File: src/rtl/csi_pkg.sv
// Shared types and defaults for the clock source selector.
// Assumes a single system clock domain downstream of the synchronizers.
package csi_pkg;
    // Depth of every input synchronizer chain
    localparam int unsigned SYNC_DEPTH_DEF = 2;
    // Bit positions inside the synchronized input bundle
    localparam int unsigned IDX_XTAL = 0;
    localparam int unsigned IDX_EXT  = 1;
    localparam int unsigned IDX_EN_N = 2;
    localparam int unsigned IN_W     = 3;

    typedef enum logic {
        SRC_EXT  = 1'b0,
        SRC_XTAL = 1'b1
    } src_t;
endpackage

File: src/rtl/csi_sync.sv
// Multi-bit, multi-stage synchronizer for independent asynchronous levels.
// Assumes each bit is a slow level; no bus coherency is provided.
module csi_sync #(
    parameter int unsigned WIDTH  = 1,
    parameter int unsigned STAGES = 2
) (
    input  logic             clk,
    input  logic             rst_n,
    input  logic [WIDTH-1:0] d,
    output logic [WIDTH-1:0] q
);
    logic [WIDTH-1:0] stg [STAGES];

    genvar s;
    generate
        for (s = 0; s < STAGES; s++) begin : g_stage
            if (s == 0) begin : g_first
                // Capture the raw asynchronous inputs
                always_ff @(posedge clk) begin
                    if (!rst_n) stg[0] <= '0;
                    else        stg[0] <= d;
                end
            end else begin : g_next
                // Move the sample one stage further along the chain
                always_ff @(posedge clk) begin
                    if (!rst_n) stg[s] <= '0;
                    else        stg[s] <= stg[s-1];
                end
            end
        end
    endgenerate

    assign q = stg[STAGES-1];
endmodule

File: src/rtl/csi_init.sv
// Initialization circuit: produces the counter clear.
// The clear is held while the external clock is high in crystal mode.
// It is also pulsed during the first external high phase after the
// external source is enabled. Assumes synchronized inputs.
module csi_init (
    input  logic clk,
    input  logic rst_n,
    input  logic xtal_mode,    // synchronized, 1 = crystal selected
    input  logic ext_lvl,      // synchronized external clock level
    output logic clear_now,    // combinational clear request this cycle
    output logic mr_q,         // registered clear
    output logic armed_q       // first-phase flag
);
    logic mode_q;
    logic ext_q;
    logic en_fall;
    logic ext_fall;
    logic armed_d;

    assign en_fall   = mode_q & ~xtal_mode;
    assign ext_fall  = ext_q & ~ext_lvl;
    assign clear_now = ext_lvl & (xtal_mode | en_fall | armed_q);
    assign armed_d   = ~xtal_mode & (en_fall | (armed_q & ~ext_fall));

    // Keep one cycle of history on the mode and the external level
    always_ff @(posedge clk) begin
        if (!rst_n) begin
            mode_q <= 1'b0;
            ext_q  <= 1'b0;
        end else begin
            mode_q <= xtal_mode;
            ext_q  <= ext_lvl;
        end
    end

    // Arm on entry to external mode, disarm when the first high phase ends
    always_ff @(posedge clk) begin
        if (!rst_n) armed_q <= 1'b0;
        else        armed_q <= armed_d;
    end

    // Register the clear for a glitch-free output
    always_ff @(posedge clk) begin
        if (!rst_n) mr_q <= 1'b0;
        else        mr_q <= clear_now;
    end
endmodule

File: src/rtl/csi_src_mux.sv
// Source selector and rising-edge detector.
// Emits a one-cycle tick per rising edge of the selected level.
// Suppresses ticks while a clear is requested or in the cycle the
// selection changes. Assumes synchronized inputs.
module csi_src_mux
    import csi_pkg::*;
(
    input  logic clk,
    input  logic rst_n,
    input  logic xtal_mode,
    input  logic xtal_lvl,
    input  logic ext_lvl,
    input  logic clear_now,
    output logic lvl_q,
    output logic tick_q
);
    src_t sel;
    logic sel_q;
    logic lvl;
    logic tick_d;

    assign sel    = xtal_mode ? SRC_XTAL : SRC_EXT;
    assign lvl    = (sel == SRC_XTAL) ? xtal_lvl : ext_lvl;
    assign tick_d = lvl & ~lvl_q & ~clear_now & ~(sel_q ^ xtal_mode);

    // Track the previous level and the previous selection
    always_ff @(posedge clk) begin
        if (!rst_n) begin
            lvl_q <= 1'b0;
            sel_q <= 1'b0;
        end else begin
            lvl_q <= lvl;
            sel_q <= xtal_mode;
        end
    end

    // Register the count enable
    always_ff @(posedge clk) begin
        if (!rst_n) tick_q <= 1'b0;
        else        tick_q <= tick_d;
    end
endmodule

File: src/rtl/csi_clock_source.sv
// Top level: synchronizes the inputs, selects the clock source and
// generates the counter clear. Assumes clk is many times faster than
// both source clocks.
module csi_clock_source
    import csi_pkg::*;
#(
    parameter int unsigned SYNC_DEPTH = SYNC_DEPTH_DEF
) (
    input  logic clk,
    input  logic rst_n,
    input  logic xtal_in,
    input  logic ext_clk_in,
    input  logic ext_en_n,
    output logic src_level_o,
    output logic tick_o,
    output logic mr_o
);
    logic [IN_W-1:0] raw;
    logic [IN_W-1:0] syn;
    logic            clear_now;
    logic            armed;

    assign raw[IDX_XTAL] = xtal_in;
    assign raw[IDX_EXT]  = ext_clk_in;
    assign raw[IDX_EN_N] = ext_en_n;

    csi_sync #(.WIDTH(IN_W), .STAGES(SYNC_DEPTH)) u_sync (
        .clk   (clk),
        .rst_n (rst_n),
        .d     (raw),
        .q     (syn)
    );

    csi_init u_init (
        .clk       (clk),
        .rst_n     (rst_n),
        .xtal_mode (syn[IDX_EN_N]),
        .ext_lvl   (syn[IDX_EXT]),
        .clear_now (clear_now),
        .mr_q      (mr_o),
        .armed_q   (armed)
    );

    csi_src_mux u_mux (
        .clk       (clk),
        .rst_n     (rst_n),
        .xtal_mode (syn[IDX_EN_N]),
        .xtal_lvl  (syn[IDX_XTAL]),
        .ext_lvl   (syn[IDX_EXT]),
        .clear_now (clear_now),
        .lvl_q     (src_level_o),
        .tick_q    (tick_o)
    );
endmodule

File: config.mk
export PLATFORM = sky130hd
export DESIGN_NAME = csi_clock_source
export DESIGN_NICKNAME = d
export VERILOG_FILES = /design/src/rtl/csi_pkg.sv /design/src/rtl/csi_sync.sv /design/src/rtl/csi_init.sv /design/src/rtl/csi_src_mux.sv /design/src/rtl/csi_clock_source.sv
export SDC_FILE = /design/constraint.sdc
export NUM_CORES = 1
export LEC_CHECK = 0
export BUFFER_PORTS_ARGS = -buffer_cell sky130_fd_sc_hd__clkbuf_2
export CORE_AREA = 5 5 42 44
export CTS_BUF_LIST = sky130_fd_sc_hd__clkbuf_16
export DETAILED_ROUTE_END_ITERATION = 10
export DIE_AREA = 0 0 47 49
export PLACE_DENSITY = 0.54
export SLEW_MARGIN = 20
export SYNTH_ARGS = -nofsm -noshare
export SYNTH_HDL_FRONTEND = slang
export SYNTH_SLANG_ARGS = --single-unit
File: constraint.sdc
create_clock -name clk -period 1.5 [get_ports clk]
set_clock_uncertainty 0.05 [all_clocks]
set_input_delay 0.15 -clock clk [delete_from_list [all_inputs] [get_ports clk]]
set_output_delay 0.15 -clock clk [all_outputs]
set_load 0.02 [all_outputs]
==> results of run 1 <==
-- cell families (layout without fill, tap and decap cells) --
family                     count (synthesis)  after routing  share of synthesized area
buffers and inverters                      2             13                     0.0194
adders and majority gates                  2              2                     0.0645
AOI/OAI and AO/OA                          1              1                     0.0129
muxes                                      1              1                     0.0258
and+or+nand+nor                           16             16                      0.258
DFF                                       12             12                      0.619
-- worst max-delay path by stage --
stage	depth (start not counted)	startpoint	slack [ns]	endpoint
2_1_floorplan	4	u_sync.stg[1][2]	0.48	u_mux.tick_q
3_3_place_gp	5	u_sync.stg[1][2]	0.43	u_mux.tick_q
3_5_place_dp	5	u_sync.stg[1][2]	0.42	u_mux.tick_q
4_1_cts	5	u_sync.stg[1][2]	0.41	u_mux.tick_q
5_1_grt	5	u_sync.stg[1][2]	0.33	u_mux.tick_q
6_report	5	u_sync.stg[1][2]	0.43	u_mux.tick_q
-- cell usage after synthesis --
| cell type | instances |
|---|---|
| sky130_fd_sc_hd__and2_1 | 8 |
| sky130_fd_sc_hd__and3_1 | 1 |
| sky130_fd_sc_hd__nand2b_1 | 2 |
| sky130_fd_sc_hd__nor2_1 | 1 |
| sky130_fd_sc_hd__nor2b_2 | 1 |
| sky130_fd_sc_hd__ha_1 | 2 |
| sky130_fd_sc_hd__a21oi_1 | 1 |
| sky130_fd_sc_hd__inv_1 | 2 |
| sky130_fd_sc_hd__nor3b_1 | 1 |
| sky130_fd_sc_hd__dfxtp_1 | 12 |
| sky130_fd_sc_hd__and2_2 | 1 |
| sky130_fd_sc_hd__mux2i_1 | 1 |
| sky130_fd_sc_hd__nand2_1 | 1 |
-- final cells by class --
type	count	area (um^2)	share of cell area
multi-input combinational	20	140	0.269
timing repair buffer	7	35.0	0.0671
tap	16	20.0	0.0384
clock inverter	1	3.75	0.00719
sequential	12	240	0.460
inverter	2	7.51	0.0144
clock buffer	3	75.1	0.144
-- layout by cell type, fill, tap and decap left out --
cell	count
sky130_fd_sc_hd__inv_1	2
sky130_fd_sc_hd__clkbuf_2	7
sky130_fd_sc_hd__nor2b_2	1
sky130_fd_sc_hd__dfxtp_1	12
sky130_fd_sc_hd__nor2_1	1
sky130_fd_sc_hd__clkinv_1	1
sky130_fd_sc_hd__ha_1	2
sky130_fd_sc_hd__and2_2	1
sky130_fd_sc_hd__clkbuf_16	3
sky130_fd_sc_hd__nor3b_1	1
sky130_fd_sc_hd__a21oi_1	1
sky130_fd_sc_hd__nand2_1	1
sky130_fd_sc_hd__and2_1	8
sky130_fd_sc_hd__mux2i_1	1
sky130_fd_sc_hd__nand2b_1	2
sky130_fd_sc_hd__and3_1	1
-- state kept, by name, indices dropped and copies added, names as in the netlist --
signal and flops:
u_sync.stg 6, u_init.armed_q 1, u_init.ext_q 1, u_init.mr_q 1
u_mux.lvl_q 1, u_mux.sel_q 1, u_mux.tick_q 1
-- stage by stage --
step / utilization / hold slack [ns]
after floorplan: - / 0.222
after global placement: 0.316 / 0.305
after detailed placement: 0.316 / 0.308
after CTS: 0.372 / 0.0625
after global routing: 0.372 / 0.0711
final: 0.372 / 0.0654
-- power groups by stage --
| stage | sequential, mW | combinational [mW] | clock (mW) |
|---|---|---|---|
| after global routing | 0.337 | 0.0326 | 0.504 |
| after CTS | 0.336 | 0.0290 | 0.488 |
| after detailed placement | 0.342 | 0.0289 | 0 |
| after global placement | 0.342 | 0.0288 | 0 |
| final | 0.336 | 0.0278 | 0.477 |
| after floorplan | 0.343 | 0.0151 | 0 |
-- metal layers --
layer | share of wire | track usage | vias to the layer above
met3 | 0.10 | 0.0332 | 0
met2 | 0.46 | 0.0679 | 7
li1 | - | - | 127
met5 | 0 | 0 | -
met4 | 0 | 0.0691 | 0
met1 | 0.43 | 0.0579 | 104
==> summary by stage, run 1 <==
Status
The run finished with clean final reports.

Drt
The remaining antenna violation count is 0. For this block, the initial DRC count from the detailed router was 3. The number of remaining DRC errors is 0. The routed design has 483 um of wire. The count of vias placed by the detailed router is 238. The first detailed-routing pass ran for 2 iterations.

The average wire per standard cell is 7.92 um. The via count normalized by instance count is 3.90.

Placed design
Input and output buffers added on the ports amount to 7. Before CTS, the worst setup slack after placement is 0.420 ns. The half-perimeter wire length of the detailed placement result is 367 um.

Once placement finished, the instance area stood at 443 um^2. Routability-driven placement finished with a final weighted congestion of 0.649. The number of instances in the placed design is 57.

Power
The switching power is 144 uW. VDD sags by at most 0.650 mV. The overall power is 841 uW. The power density over the cells is 1610 nW/um^2. The switching part of the total power is 0.172.

The share of total power in combinational logic is 0.033. The cell-internal power is 697 uW. The analysis attributes to cell leakage a power of 0.230 nW. The share of total power dissipated in the clock network is 0.568.

The sequential fraction of design power is 0.399.

Critical path
The end of the worst register-to-register path is u_mux.tick_q. The largest individual stage delay along the critical path comes from the cell sky130_fd_sc_hd__dfxtp_1. The kind of cell adding the most delay to the critical path is flip-flops. Walking the worst path, the cells encountered are inv_1 > ha_1 > nand2b_1 > nand2_1 > and3_1. Counting cells, the worst reg-to-reg path comes to 5. The worst setup path is captured at a register. For the worst setup path, the data required time is 1.58 ns. The startpoint identified for the worst register-to-register timing path is u_sync.stg[1][2]. Counting both buffers and inverters, the worst setup path holds a total of 1. By startpoint and endpoint, the worst setup path is classified as register to register.

Data on the critical path arrives at its endpoint at 1.14 ns. The setup slack on the worst flop-to-flop path is 0.43 ns. For this run, the slowest stage of the critical path takes 0.37 ns.

The worst setup path is launched from a register. Of all nets on the critical path, the largest fanout is 4.

Layout
The area overhead of the layout relative to synthesis is 34.5%. The filler-free cell count of the finished design is 61. The final standard cell area without fillers is 522 um^2. 0 antenna diodes ended up in the layout.

The net count of the finished layout is 53. The share of layout cells above drive strength 1 is 0.267. Counting the fill cells in the layout gives 154.

Timing
Setup repair after global routing left no endpoint under its margin. The minimum setup slack in the final design is 0.432 ns. The summed negative setup slack over all endpoints is 0 ns.

The number of max-slew violations in the final report was 0. In the finished design, the share of the clock period the worst path needs comes to 0.712. The minimum clock period is 1.07 ns.

Setup violations remaining at the end of the flow were counted as 0. Based on the critical path, the design can be clocked at up to 0.936 GHz. The number of hold violations in the final report is 0. In this run the tightest slew margin relative to its limit is 0.890. The slew at the pin closest to its max-slew limit is 0.161 ns.

Run
Max-cap violations in this run came to 0.

Worst hold path
The worst hold path passes through 2 cells. The path with the worst hold slack has its endpoint at u_sync.stg[0][0]. The startpoint identified for the worst hold timing path is xtal_in. The path class of the tightest hold or removal check is input pin to register.

Floorplan
The number of top-level pins is 8. The die is 49 um tall. The floorplan step defined a die boundary enclosing 2300 um^2. The horizontal die dimension is 47 um. The initial utilization of the core area, before any placement, comes to 0.277. The site row count is 14. The core region is 1400 um^2.

Clock network
The number of buffers inserted by post-CTS setup repair is 0. The clock tree buffer depth is 2. In this run, CTS created clock tree buffers numbering 3. The number of clock sinks is 12. The number of gates resized after CTS was 0. At the later pin of the worst-skew pair, clock insertion delay measures 0.24 ns. TritonCTS built the clock tree.

The H-tree level count is 1. The library cell used as clock root buffer is sky130_fd_sc_hd__clkbuf_16. After clock tree synthesis, the flow added hold-fix buffers numbering 0. The clock-pin slew on the worst setup and hold paths is 0.04 ns.

Global routing
The pin count of the biggest net entering global routing is 11. Summed over all layers, the global routing overflow is 0. For this run, the total global-route usage over all layers was measured as 0.0566. The via count of the first global-routing pass came to 228. The number of antenna violations at the first check in global routing was 0. The wire length of the first global-routing pass is 855 um.

Synth
After synthesis, the cell types taking the most area are sky130_fd_sc_hd__dfxtp_1 (62%), sky130_fd_sc_hd__and2_1 (13%), sky130_fd_sc_hd__ha_1 (6.5%). The share of the Yosys chip area taken by registers is 0.619. The net count after synthesis is 41. The synthesized instance count is 34. Yosys printed 0 warnings. In this run, synthesis produced a sequential element count of 12.

The post-synthesis instance area is 388 um^2. After synthesis, the mean cell area works out to 11.4 um^2. The leading area contributor after synthesis is sky130_fd_sc_hd__dfxtp_1. Of the post-synthesis cell area, the dominant cell type holds 0.619.

Counting distinct cell types in the post-synthesis netlist gives 13.
Note: power is estimated with default switching activity, not from simulation.
==> run 2, diff against run 1 <==
Clock period 1.5 ns to 1 ns, I/O delays scaled along.
==> run 2 against run 1 <==
Net effect: count of clock-buffer cells in the layout stayed put; first-iteration DRC count is 100% lower; fmax is 7.4% higher; power is 49% higher; critical path type unchanged; register-to-register slack worse by 0.43 ns; sequential share of layout area is 2.1 points lower; utilization is 2.4 points higher; clock power is 46% higher; non-clock buffer count stayed put.
==> summary by stage, run 2 (synthesis results as in run 1) <==
Layout
The final net count is 53 (unchanged). The area overhead of the layout relative to synthesis is 43.2%. The register with the most flip-flops is u_sync.stg. Leaving out fill and tap cells, the most frequent cell in the layout is sky130_fd_sc_hd__dfxtp_1. The flip-flop count of the largest register after layout was 6 (unchanged).

The number of antenna cells inserted was 0 (unchanged). In the layout the commonest cells are sky130_fd_sc_hd__dfxtp_1 (11), sky130_fd_sc_hd__and2_1 (8), sky130_fd_sc_hd__clkbuf_2 (7). The share of layout cells above drive strength 1 is 0.432 (+0.165).

Power
The power density over the cells came to 2260 nW/um^2 (+40%). The switching part of the total power is 0.167 (-0.00458). The cell-internal power is 1.05 mW (+50%). The share of total power in combinational logic is 0.043 (+0.010). The sequential fraction of design power is 0.403 (+0.004). The proportion of power drawn by the clock network is 0.554 (-0.014). The overall power is 1.26 mW (+49%).

The largest voltage drop on the vdd net is 1.05 mV (+61%). The switching power is 210 uW (+45%). The static leakage power is 0.232 nW (+0.92%).

Clock network
The clock-pin slew on the worst setup and hold paths is 0.04 ns (about the same). The clock tree buffer depth is 2 (unchanged). The latest clock arrival within the worst-skew pair was 0.23 ns (about the same). The hold-fix buffer count after cts is 0 (unchanged). The number of clock sinks is 12 (unchanged).

The number of buffers created by CTS is 3 (unchanged). The library cell used as clock root buffer is sky130_fd_sc_hd__clkbuf_16. The H-tree level count was 1 (unchanged). TritonCTS built the clock tree.

Placed design
The placer's final routability congestion estimate is 0.564 (-13%). The number of input and output port buffers inserted was 7 (unchanged). The pre-CTS setup slack is -0.0333 ns (-0.454 ns).

Floorplan
The placeable core area is 1400 um^2 (unchanged). The site row count was 14 (unchanged). The horizontal die dimension is 47 um (unchanged). The vertical extent of the die is 49 um (unchanged).

The floorplan die area is 2300 um^2 (unchanged). The initial core utilization came to 0.277 (unchanged). The number of top-level pins is 8 (unchanged).

Critical path
The total buffers and inverters traversed by the critical path is 1 (unchanged). The maximum fanout along the worst path is 4 (unchanged). The largest individual stage delay along the critical path comes from the cell sky130_fd_sc_hd__dfxtp_4. The critical path is of the register to register type. The critical path arrival is 1.07 ns (-0.07 ns). The data required time at the worst endpoint is 1.08 ns (-0.50 ns). In this run the worst setup path begins at u_sync.stg[1][2]. STA classifies the critical path startpoint as a register.

Walking the worst path, the cells encountered are inv_4 > ha_4 > nor2_1 > and3_4. The peak per-stage delay on the critical path is 0.37 ns (about the same). Among cell families on the critical path, the largest total delay comes from flip-flops. The startpoint identified for the worst register-to-register timing path is u_sync.stg[1][2]. The kind of end point of the critical path is a register.

Timing
The number of max-slew violations in the final report is 0 (unchanged). The number of hold violations in the final report is 0 (unchanged). The relative slew slack is 0.889 (-0.000963). The final worst-path cycle share is 0.995 (+0.283). Setup repair after global routing could not meet its margin everywhere. The number of failing setup endpoints in the final timing report came to 0 (unchanged). The minimum clock period is 0.995 ns (-0.0733 ns). The minimum setup slack in the final design was 0.00483 ns (-0.427 ns).

The fmax is 1.00 GHz (+7.4%). The slew at the pin closest to its max-slew limit came to 0.164 ns (+0.00281 ns).

Worst hold path
The type of the worst min-delay path is input pin to register. The worst min-delay path startpoint is ext_en_n.

Drt
The average wire per standard cell is 9.37 um (+18%). The number of search-and-repair iterations in the first detailed-routing pass is 1 (-1). The routed wire length is 562 um (+16%).

The first-iteration detailed-routing DRC count is 0 (-3). The number of remaining DRC errors is 0 (unchanged). The remaining antenna violation count is 0 (unchanged). The count of vias placed by the detailed router is 252 (+5.9%). The via count normalized by instance count is 4.20 (+7.6%).

Global routing
The via count of the first global-routing pass was 256 (+12%). The remaining global-route overflow is 0 (unchanged). The pin count of the biggest net entering global routing was 11 (unchanged).

The wire length of the first global-routing pass is 1.03 mm (+20%). The overall global routing resource usage is 0.0708 (+0.0142). The number of antenna violations at the first check in global routing is 0 (unchanged).

Run
The max-capacitance violation count is 0 (unchanged).

Status
The run finished with clean final reports.
==> run 2: cell types whose count changed in the layout (fill, tap and decap cells not counted), sizes merged <==
| cell | previous run | this run |
|---|---|---|
| clkinv | 1 | 0 |
==> run 2: worst reg2reg max path, stage by stage (launching register included) <==
cell and delay, ns:
sky130_fd_sc_hd__dfxtp_4 0.37, sky130_fd_sc_hd__inv_4 0.04, sky130_fd_sc_hd__ha_4 0.25, sky130_fd_sc_hd__nor2_1 0.03, sky130_fd_sc_hd__and3_4 0.15
==> run 2: what timing repair did <==
action | CTS | global route
setup buffers | 0 | 0
pin swaps | 2 | 2
setup endpoints to repair | 1 | 2
gates resized for setup | 2 | 6
==> run 2: worst paths after layout <==
check                endpoint  slack, ns  cells past startpoint
max              u_mux.tick_q      0.005                      4
min reg2reg  u_sync.stg[1][1]       0.38                      1
min          u_sync.stg[0][2]       0.02                      2
max reg2reg      u_mux.tick_q      0.005                      4
==> run 2: area by class of cell <==
type / count / area, um^2
Timing Repair Buffer: 7 / 35.0
Fill cell: 143 / 846
Sequential cell: 12 / 244
Clock buffer: 3 / 75.1
Multi-Input combinational cell: 20 / 171
Tap cell: 16 / 20.0
Inverter: 2 / 10.0
==> run 2: power groups by stage <==
| stage | combinational [mW] | sequential, mW | clock, mW |
|---|---|---|---|
| 5_1_grt | 0.0619 | 0.507 | 0.760 |
| 6_report | 0.0542 | 0.506 | 0.696 |
| 4_1_cts | 0.0469 | 0.506 | 0.716 |
| 2_1_floorplan | 0.0227 | 0.515 | 0 |
| 3_5_place_dp | 0.0432 | 0.514 | 0 |
| 3_3_place_gp | 0.0427 | 0.513 | 0 |
==> run 2: per-stage QoR <==
step           area, um^2  utilization  cells  hold slack (ns)  setup TNS [ns]
2_1_floorplan         389            -     34            0.172               0
3_3_place_gp          444        0.317     57            0.255         -0.0362
3_5_place_dp          444        0.317     57            0.260         -0.0333
4_1_cts               532        0.379     60           0.0165        -0.00572
5_1_grt               556        0.396     60           0.0249         -0.0481
6_report              556        0.396     60           0.0197               0
==> run 2: metal layers <==
metal  vias up  wire [um]  GRT usage
li1        127          -          -
met1       111        202     0.0692
met2        10        273     0.0882
met3         4         57     0.0443
met4         0         30     0.0829
met5         -          0          0
